--- src/rtl/ecc_guard_pkg.sv ---
package ecc_guard_pkg;

    typedef enum logic [2:0] {
        CL_IDLE       = 3'd0,
        CL_BOTH_READ  = 3'd1,
        CL_A_WR_B_RD  = 3'd2,
        CL_B_WR_A_RD  = 3'd3,
        CL_BOTH_WRITE = 3'd4
    } coll_state_e;

    typedef enum int {
        MODE_READ_FIRST  = 0,
        MODE_WRITE_FIRST = 1,
        MODE_NO_CHANGE   = 2
    } wr_mode_e;

    // number of Hamming check bits for k data bits
    function automatic int ecc_pbits(input int k);
        int p;
        p = 0;
        while ((1 << p) < (k + p + 1)) p++;
        return p;
    endfunction

endpackage

--- src/rtl/secded_enc.sv ---
module secded_enc
    import ecc_guard_pkg::*;
#(
    parameter int DW = 16,
    localparam int PW = ecc_pbits(DW),
    localparam int N  = DW + PW,
    localparam int CW = N + 1
) (
    input  logic [DW-1:0] data,
    output logic [CW-1:0] code
);

    always_comb begin
        logic [CW-1:0] c;
        int            j;
        logic          p;
        c = '0;
        j = 0;
        // place data bits at positions that are not powers of two
        for (int pos = 1; pos <= N; pos++) begin
            if ((pos & (pos - 1)) != 0) begin
                c[pos] = data[j];
                j++;
            end
        end
        for (int i = 0; i < PW; i++) begin
            p = 1'b0;
            for (int pos = 1; pos <= N; pos++) begin
                if ((pos & (1 << i)) != 0) p = p ^ c[pos];
            end
            c[1 << i] = p;
        end
        c[0] = ^c[N:1];
        code = c;
    end

endmodule

--- src/rtl/secded_dec.sv ---
module secded_dec
    import ecc_guard_pkg::*;
#(
    parameter int DW = 16,
    localparam int PW = ecc_pbits(DW),
    localparam int N  = DW + PW,
    localparam int CW = N + 1
) (
    input  logic [CW-1:0] code,
    output logic [DW-1:0] data,
    output logic          single_err,
    output logic          double_err
);

    always_comb begin
        logic [PW-1:0] syn;
        logic          odd;
        logic [CW-1:0] fixed;
        int            j;
        syn = '0;
        for (int pos = 1; pos <= N; pos++) begin
            if (code[pos]) syn = syn ^ PW'(pos);
        end
        odd   = ^code;
        fixed = code;
        single_err = odd;
        double_err = !odd && (syn != '0);
        if (odd && (syn != '0) && (int'(syn) <= N)) fixed[syn] = ~code[syn];
        j = 0;
        data = '0;
        for (int pos = 1; pos <= N; pos++) begin
            if ((pos & (pos - 1)) != 0) begin
                data[j] = fixed[pos];
                j++;
            end
        end
    end

endmodule

--- src/rtl/dp_store.sv ---
module dp_store
    import ecc_guard_pkg::*;
#(
    parameter int CW   = 22,
    parameter int AW   = 4,
    parameter int MODE = MODE_READ_FIRST,
    localparam int DEPTH = 1 << AW
) (
    input  logic          clk,
    input  logic          a_en,
    input  logic          a_we,
    input  logic [AW-1:0] a_addr,
    input  logic [CW-1:0] a_wcode,
    output logic [CW-1:0] a_rcode,
    input  logic          b_en,
    input  logic          b_we,
    input  logic [AW-1:0] b_addr,
    input  logic [CW-1:0] b_wcode,
    output logic [CW-1:0] b_rcode
);

    logic [CW-1:0] mem [DEPTH];

    // port B is written first so that port A wins a same-address clash
    always_ff @(posedge clk) begin
        if (b_en && b_we) mem[b_addr] <= b_wcode;
        if (a_en && a_we) mem[a_addr] <= a_wcode;
    end

    generate
        if (MODE == MODE_WRITE_FIRST) begin : g_wf
            always_ff @(posedge clk) begin
                if (a_en) a_rcode <= a_we ? a_wcode : mem[a_addr];
                if (b_en) b_rcode <= b_we ? b_wcode : mem[b_addr];
            end
        end else if (MODE == MODE_NO_CHANGE) begin : g_nc
            always_ff @(posedge clk) begin
                if (a_en && !a_we) a_rcode <= mem[a_addr];
                if (b_en && !b_we) b_rcode <= mem[b_addr];
            end
        end else begin : g_rf
            always_ff @(posedge clk) begin
                if (a_en) a_rcode <= mem[a_addr];
                if (b_en) b_rcode <= mem[b_addr];
            end
        end
    endgenerate

endmodule

--- src/rtl/collision_tracker.sv ---
module collision_tracker
    import ecc_guard_pkg::*;
#(
    parameter int AW = 4
) (
    input  logic          clk,
    input  logic          rst_n,
    input  logic          a_en,
    input  logic          a_we,
    input  logic [AW-1:0] a_addr,
    input  logic          b_en,
    input  logic          b_we,
    input  logic [AW-1:0] b_addr,
    output coll_state_e   state,
    output logic          a_ok,
    output logic          b_ok,
    output logic          ww_flag
);

    coll_state_e next_state;
    logic        a_rd_q, b_rd_q;
    logic        meet;

    always_comb begin
        meet = a_en && b_en && (a_addr == b_addr);
        next_state = CL_IDLE;
        if (meet) begin
            unique case ({a_we, b_we})
                2'b00:   next_state = CL_BOTH_READ;
                2'b10:   next_state = CL_A_WR_B_RD;
                2'b01:   next_state = CL_B_WR_A_RD;
                default: next_state = CL_BOTH_WRITE;
            endcase
        end
    end

    always_ff @(posedge clk or negedge rst_n) begin
        if (!rst_n) begin
            state  <= CL_IDLE;
            a_rd_q <= 1'b0;
            b_rd_q <= 1'b0;
        end else begin
            state  <= next_state;
            a_rd_q <= a_en && !a_we;
            b_rd_q <= b_en && !b_we;
        end
    end

    always_comb begin
        a_ok    = 1'b0;
        b_ok    = 1'b0;
        ww_flag = 1'b0;
        unique case (state)
            CL_IDLE, CL_BOTH_READ: begin
                a_ok = a_rd_q;
                b_ok = b_rd_q;
            end
            CL_A_WR_B_RD: begin
                a_ok = 1'b0;
                b_ok = 1'b0;
            end
            CL_B_WR_A_RD: begin
                a_ok = 1'b0;
                b_ok = 1'b0;
            end
            CL_BOTH_WRITE: ww_flag = 1'b1;
            default: ;
        endcase
    end

    // a same-address read pair keeps both reads valid
    a_r4_both_read_valid: assert property (@(posedge clk) disable iff (!rst_n)
        (a_en && b_en && !a_we && !b_we && a_addr == b_addr) |=> (a_ok && b_ok));

    // the reading side of a crossing is never qualified
    a_r5_cross_read_dropped: assert property (@(posedge clk) disable iff (!rst_n)
        (a_en && b_en && (a_we != b_we) && a_addr == b_addr) |=> (!a_ok && !b_ok));

    // a same-address write pair raises the conflict flag
    a_r7_ww_flagged: assert property (@(posedge clk) disable iff (!rst_n)
        (a_en && b_en && a_we && b_we && a_addr == b_addr) |=> ww_flag);

endmodule

--- src/rtl/dpram_ecc_guard.sv ---
module dpram_ecc_guard
    import ecc_guard_pkg::*;
#(
    parameter int DATA_W = 16,
    parameter int ADDR_W = 4,
    parameter int WMODE  = MODE_READ_FIRST,
    localparam int CW    = DATA_W + ecc_pbits(DATA_W) + 1
) (
    input  logic              clk,
    input  logic              rst_n,
    input  logic              a_en,
    input  logic              a_we,
    input  logic [ADDR_W-1:0] a_addr,
    input  logic [DATA_W-1:0] a_wdata,
    input  logic [1:0]        a_inj,
    output logic [DATA_W-1:0] a_rdata,
    output logic              a_rvalid,
    output logic              a_corr,
    output logic              a_dbl,
    input  logic              b_en,
    input  logic              b_we,
    input  logic [ADDR_W-1:0] b_addr,
    input  logic [DATA_W-1:0] b_wdata,
    input  logic [1:0]        b_inj,
    output logic [DATA_W-1:0] b_rdata,
    output logic              b_rvalid,
    output logic              b_corr,
    output logic              b_dbl,
    output logic              ww_conflict,
    output logic [2:0]        coll_code
);

    logic [CW-1:0] a_enc, b_enc, a_wcode, b_wcode, a_rcode, b_rcode;
    logic          a_sgl, a_dbe, b_sgl, b_dbe;
    coll_state_e   st;

    secded_enc #(.DW(DATA_W)) u_enc_a (.data(a_wdata), .code(a_enc));
    secded_enc #(.DW(DATA_W)) u_enc_b (.data(b_wdata), .code(b_enc));

    // fault injection: bit 0 flips codeword bit 3, bit 1 flips codeword bit 5
    assign a_wcode = a_enc ^ ((CW'(a_inj[0]) << 3) | (CW'(a_inj[1]) << 5));
    assign b_wcode = b_enc ^ ((CW'(b_inj[0]) << 3) | (CW'(b_inj[1]) << 5));

    dp_store #(.CW(CW), .AW(ADDR_W), .MODE(WMODE)) u_store (
        .clk(clk),
        .a_en(a_en), .a_we(a_we), .a_addr(a_addr), .a_wcode(a_wcode), .a_rcode(a_rcode),
        .b_en(b_en), .b_we(b_we), .b_addr(b_addr), .b_wcode(b_wcode), .b_rcode(b_rcode)
    );

    collision_tracker #(.AW(ADDR_W)) u_track (
        .clk(clk), .rst_n(rst_n),
        .a_en(a_en), .a_we(a_we), .a_addr(a_addr),
        .b_en(b_en), .b_we(b_we), .b_addr(b_addr),
        .state(st), .a_ok(a_rvalid), .b_ok(b_rvalid), .ww_flag(ww_conflict)
    );

    secded_dec #(.DW(DATA_W)) u_dec_a (.code(a_rcode), .data(a_rdata),
                                       .single_err(a_sgl), .double_err(a_dbe));
    secded_dec #(.DW(DATA_W)) u_dec_b (.code(b_rcode), .data(b_rdata),
                                       .single_err(b_sgl), .double_err(b_dbe));

    assign a_corr    = a_rvalid && a_sgl;
    assign a_dbl     = a_rvalid && a_dbe;
    assign b_corr    = b_rvalid && b_sgl;
    assign b_dbl     = b_rvalid && b_dbe;
    assign coll_code = st;

    // flags never stand without a valid read
    a_r10_flags_need_valid: assert property (@(posedge clk) disable iff (!rst_n)
        ((a_corr || a_dbl) |-> a_rvalid) and ((b_corr || b_dbl) |-> b_rvalid));

    // corrected and detected are exclusive
    a_r9_flags_exclusive: assert property (@(posedge clk) disable iff (!rst_n)
        !(a_corr && a_dbl) && !(b_corr && b_dbl));

    // a write-write conflict leaves no valid read
    a_r7_conflict_no_read: assert property (@(posedge clk) disable iff (!rst_n)
        ww_conflict |-> (!a_rvalid && !b_rvalid));

    // a write request never yields a valid read next cycle
    a_r10_write_not_valid: assert property (@(posedge clk) disable iff (!rst_n)
        (a_en && a_we) |=> !a_rvalid);

endmodule

--- config.mk ---
export PLATFORM = sky130hd
export DESIGN_NAME = dpram_ecc_guard
export DESIGN_NICKNAME = d
export VERILOG_FILES = /design/src/rtl/ecc_guard_pkg.sv /design/src/rtl/secded_enc.sv /design/src/rtl/secded_dec.sv /design/src/rtl/dp_store.sv /design/src/rtl/collision_tracker.sv /design/src/rtl/dpram_ecc_guard.sv
export SDC_FILE = /design/constraint.sdc
export NUM_CORES = 1
export LEC_CHECK = 0
export BUFFER_PORTS_ARGS = -buffer_cell sky130_fd_sc_hd__buf_2
export CORE_MARGIN = 5
export CORE_UTILIZATION = 50
export CTS_BUF_LIST = sky130_fd_sc_hd__clkbuf_4
export DETAILED_ROUTE_END_ITERATION = 7
export PLACE_DENSITY = 0.67
export SLEW_MARGIN = 15
export SYNTH_ARGS = -nofsm -noshare
export SYNTH_HDL_FRONTEND = slang
export SYNTH_SLANG_ARGS = --single-unit
--- constraint.sdc ---
create_clock -name clk -period 7 [get_ports clk]
set_clock_uncertainty 0.2 [all_clocks]
set_input_delay 0.7 -clock clk [delete_from_list [all_inputs] [get_ports clk]]
set_output_delay 0.7 -clock clk [all_outputs]
set_load 0.02 [all_outputs]
==> report_table.html <==
<table>
<tr><th>Metric</th><th>Value</th></tr>
<tr><th colspan="2">Status</th></tr>
<tr><td>Result of the run</td><td>complete, no violations</td></tr>
<tr><th colspan="2">STA</th></tr>
<tr><td>Max Slew Vio Count</td><td>0</td></tr>
<tr><td>Final-report hold violation count</td><td>0</td></tr>
<tr><td>Fmax achieved</td><td>196 MHz</td></tr>
<tr><td>RSZ-0062 raised after global routing</td><td>false</td></tr>
<tr><td>Final setup violating endpoints</td><td>0</td></tr>
<tr><td>Setup_tns</td><td>0 ps</td></tr>
<tr><td>Time the worst path needs with I/O delays and setup</td><td>5100 ps</td></tr>
<tr><td>Slew at the pin closest to its max-slew limit</td><td>1220 ps</td></tr>
<tr><td>Part of the cycle the worst path needs</td><td>72.9%</td></tr>
<tr><td>Relative slew slack</td><td>18.4%</td></tr>
<tr><th colspan="2">Clock network</th></tr>
<tr><td>Clk sinks</td><td>401</td></tr>
<tr><td>CTS tree</td><td>built</td></tr>
<tr><td>Resize count post-CTS</td><td>0</td></tr>
<tr><td>Root buffer cell</td><td>clkbuf_4</td></tr>
<tr><td>Clock transition at the register clock pins on the worst setup and hold paths after CTS</td><td>80 ps</td></tr>
<tr><td>Clock buffer depth</td><td>3</td></tr>
<tr><td>Number of CTS-inserted buffers</td><td>105</td></tr>
<tr><td>Clock latency on the worst-skew pair</td><td>880 ps</td></tr>
<tr><td>H-tree levels</td><td>3</td></tr>
<tr><th colspan="2">Logic synthesis</th></tr>
<tr><td>Seq cells post-synth</td><td>401</td></tr>
<tr><td>Proportion of synthesized chip area in sequential cells</td><td>48.9%</td></tr>
<tr><td>Area share of fa/ha/maj cells after synthesis</td><td>0.234%</td></tr>
<tr><td>Post-Syn Area</td><td>24,600 sq um</td></tr>
<tr><td>Number of distinct library cells after synthesis</td><td>66</td></tr>
<tr><td>Average instance area after synthesis</td><td>14.3 sq um</td></tr>
<tr><td>Share of cell area taken by muxes after synthesis</td><td>30.8%</td></tr>
<tr><td>Xor and xnor fraction of the mapped netlist area</td><td>6.36%</td></tr>
<tr><td>Simple-gate area share of the yosys netlist</td><td>5.65%</td></tr>
<tr><td>Predominant post-synthesis flop cell</td><td>edfxtp_1</td></tr>
<tr><td>Post-synthesis compound-gate area fraction</td><td>5.03%</td></tr>
<tr><td>Combinational family with the most area after synthesis</td><td>multiplexers</td></tr>
<tr><td>Syn Inst Count</td><td>1,714</td></tr>
<tr><td>Mapped Nets</td><td>1,767</td></tr>
<tr><td>Synth warnings</td><td>0</td></tr>
<tr><td>Number of enable flip-flop cells after synthesis</td><td>396</td></tr>
<tr><td>Async SR Flop Fraction</td><td>1.25%</td></tr>
<tr><th colspan="2">Placed design</th></tr>
<tr><td>Port Buffer Count</td><td>91</td></tr>
<tr><td>Final Wtd Congestion</td><td>0.888</td></tr>
<tr><td>Post-DP HPWL</td><td>47.9 mm</td></tr>
<tr><th colspan="2">Worst setup path</th></tr>
<tr><td>Required arrival time at the worst endpoint</td><td>6100 ps</td></tr>
<tr><td>Signal arrival time at the worst endpoint</td><td>4200 ps</td></tr>
<tr><td>Critical path's top delay family</td><td>XOR/XNOR gates</td></tr>
<tr><td>Setup slack of the most critical reg-to-reg path</td><td>4980 ps</td></tr>
<tr><td>Maximum fanout along the worst path</td><td>12</td></tr>
<tr><td>Start point of the critical path</td><td>u_store.b_rcode[19]</td></tr>
<tr><td>Setup CP Type</td><td>register to primary output</td></tr>
<tr><td>Biggest cell delay along the critical path</td><td>570 ps</td></tr>
<tr><td>Startpoint of the worst register-to-register path</td><td>u_store.mem[15][18]</td></tr>
<tr><td>Buffer and inverter count on the worst path</td><td>1</td></tr>
<tr><td>CP max stage cell</td><td>mux4_2</td></tr>
<tr><td>Ordered list of cells on the worst path</td><td>xor2_1 &gt; xnor3_1 &gt; xnor2_2 &gt; mux4_2 &gt; a22oi_1 &gt; a21boi_2 &gt; mux2_2 &gt; buf_2</td></tr>
<tr><td>Critical Path Sink Type</td><td>primary output</td></tr>
<tr><td>Critical Path Start Type</td><td>register</td></tr>
<tr><td>Worst r2r dst</td><td>u_store.a_rcode[18]</td></tr>
<tr><td>Reg2reg path depth</td><td>2</td></tr>
<tr><th colspan="2">Worst hold path</th></tr>
<tr><td>Hold wc startpoint</td><td>b_en</td></tr>
<tr><td>Hold Crit Endpoint</td><td>u_store.b_rcode[16]</td></tr>
<tr><td>Number of cells on the worst hold path</td><td>1</td></tr>
<tr><td>Hold Crit Class</td><td>primary input to register</td></tr>
<tr><th colspan="2">Global route</th></tr>
<tr><td>Largest net degree at the start of global routing</td><td>64</td></tr>
<tr><td>Final global-route overflow total</td><td>0</td></tr>
<tr><td>First-pass GRT wire length</td><td>107 mm</td></tr>
<tr><td>Combined global-route utilization of all metal layers</td><td>27.1%</td></tr>
<tr><td>Initial antenna violation count</td><td>13</td></tr>
<tr><td>Number of global-route vias before repair</td><td>16,460</td></tr>
<tr><th colspan="2">Cells and area</th></tr>
<tr><td>Final-layout fill cell count</td><td>3,979</td></tr>
<tr><td>Multi-input combinational cell area</td><td>12,100 sq um</td></tr>
<tr><td>Leading cell types in the layout, fill and taps excluded</td><td>edfxtp_1 (396), mux4_2 (224), mux2_2 (214), nand2_1 (166), clkbuf_4 (153)</td></tr>
<tr><td>Sequential cell area</td><td>12,000 sq um</td></tr>
<tr><td>Area Overhead vs Synth</td><td>10.8%</td></tr>
<tr><td>Most frequent standard cell in the layout excluding fill and tap cells</td><td>edfxtp_1</td></tr>
<tr><td>Post-layout net count</td><td>1,834</td></tr>
<tr><td>Layout cells sized above 1</td><td>43.4%</td></tr>
<tr><th colspan="2">Route</th></tr>
<tr><td>Top routing layer used</td><td>met5</td></tr>
<tr><td>Post-detailed-route DRC marker count</td><td>0</td></tr>
<tr><td>Routed wirelength normalized by instance count</td><td>29.0 um</td></tr>
<tr><td>1st-iter DRT viols</td><td>1,823</td></tr>
<tr><td>Number of detailed-route iterations in the first pass</td><td>6</td></tr>
<tr><td>Wirelength, routed</td><td>73.3 mm</td></tr>
<tr><td>Antenna-violating nets left</td><td>0</td></tr>
<tr><td>Routed metal-1 wire length</td><td>27.8 mm</td></tr>
<tr><td>Count of vias placed by the detailed router</td><td>16,281</td></tr>
<tr><td>Total met3 wirelength after detailed routing</td><td>7.32 mm</td></tr>
<tr><td>Via-to-Cell Ratio</td><td>6.44</td></tr>
<tr><td>Routed met2 length</td><td>35.4 mm</td></tr>
<tr><th colspan="2">Floorplanning</th></tr>
<tr><td>Die Outline Area</td><td>53,700 sq um</td></tr>
<tr><td>Initial cell density of the core</td><td>50.4%</td></tr>
<tr><td>Die height</td><td>232 um</td></tr>
<tr><td>Area of the placeable core</td><td>48,700 sq um</td></tr>
<tr><td>Row cnt</td><td>81</td></tr>
<tr><td>Num ports</td><td>92</td></tr>
<tr><td>Horizontal extent of the die</td><td>232 um</td></tr>
<tr><th colspan="2">Power and ir drop</th></tr>
<tr><td>Static power due to leakage</td><td>8.94 nW</td></tr>
<tr><td>P per Cell Area</td><td>268 nW/um^2</td></tr>
<tr><td>Share of total power in combinational logic</td><td>31.3%</td></tr>
<tr><td>Switching Power</td><td>2.45 mW</td></tr>
<tr><td>Share of total power in sequential cells</td><td>39.6%</td></tr>
<tr><td>Part of the power in the clock network</td><td>29.1%</td></tr>
<tr><td>Design Power</td><td>7.29 mW</td></tr>
<tr><td>Worst supply voltage drop on vdd</td><td>0.146 mV</td></tr>
<tr><td>Sw Share</td><td>33.6%</td></tr>
<tr><td>Internal power consumption</td><td>4.84 mW</td></tr>
<tr><th colspan="2">Run</th></tr>
<tr><td>Number of max-capacitance violations reported</td><td>0</td></tr>
</table>
==> sequential cells by signal, summed over array words and instances, names as in the netlist <==
| register | cells |
|---|---|
| u_store.a_rcode | 22 |
| u_store.b_rcode | 22 |
| u_store.mem | 352 |
| u_track.a_rd_q | 1 |
| u_track.b_rd_q | 1 |
| u_track.state | 3 |
==> area by class of cell <==
type                    count  share of cell area (%)
inverters                   8                   0.110
multi-input cells        1124                    44.5
flip-flops and latches    401                    44.1
clock buffers             153                    4.22
well taps                 664                    3.05
repair buffers            141                    3.15
diodes                      2                  0.0184
clock inverters            34                   0.808
==> per-layer routing <==
layer | track usage (%) | up-vias
met1 | 35.5 | 8270
met4 | 10.2 | 14
met5 | 0 | -
met3 | 6.76 | 166
li1 | - | 6904
met2 | 44.4 | 927
==> power by group through the flow <==
stage	Sequential [mW]	Combinational, mW	Clock (mW)
finish	2.89	2.28	2.12
global route	2.90	2.46	2.28
CTS	2.89	2.27	2.15
detailed placement	2.94	2.26	0
global placement	2.93	2.21	0
floorplan	2.92	1.78	0
==> cell usage after synthesis, types with 20 or more instances <==
| cell type | count | share of area [%] |
|---|---|---|
| a21oi_1 | 67 | 1.4 |
| buf_1 | 34 | 0.52 |
| clkbuf_1 | 128 | 2.0 |
| edfxtp_1 | 396 | 48 |
| mux2_2 | 214 | 9.8 |
| mux4_2 | 224 | 21 |
| nand2_1 | 166 | 2.5 |
| nor2_1 | 87 | 1.3 |
| o21ai_0 | 71 | 1.4 |
| o31ai_1 | 20 | 0.61 |
| xnor2_1 | 86 | 3.1 |
| xor2_1 | 31 | 1.1 |
==> logic make-up after synthesis <==
logic type | Yosys count
compound gates | 201
xor+xnor | 145
fa+ha+maj | 5
buf+inv | 189
flops | 401
mux | 449
simple gates | 324
==> worst register-to-register path: cells and delay by family (launching register included) <==
family | cells | cell delay [ps]
mux | 2 | 1120
flops | 1 | 420
==> worst max-delay path by stage <==
stage,slack [ps],end,cells past startpoint
4_1_cts,1890,b_rdata[13],8
5_1_grt,1640,b_rdata[0],8
3_5_place_dp,2810,b_rdata[13],8
2_1_floorplan,3110,u_store.mem[1][0],4
6_report,1900,b_rdata[13],8
3_3_place_gp,2830,u_store.mem[13][20],7
==> metrics by stage <==
step / hold slack (ps) / setup WS (ps) / instance area (sq um) / utilization, % / std cells
after global routing: 130 / 1640 / 27200 / 55.9 / 2526
after floorplan: 204 / 3110 / 24600 / - / 1714
final: 126 / 1900 / 27200 / 55.9 / 2527
after detailed placement: 320 / 2810 / 25800 / 53.0 / 2334
after global placement: 311 / 2830 / 25800 / 53.0 / 2334
after CTS: 79.8 / 1890 / 27200 / 55.9 / 2525
==> repair_timing <==
action | 4_1_cts | 5_1_grt
hold buffers | 4 | 0
buffers inserted | 0 | 0
endpoints found under the hold margin | 8 | 0
No activity file was read; power rests on OpenSTA's default activity.
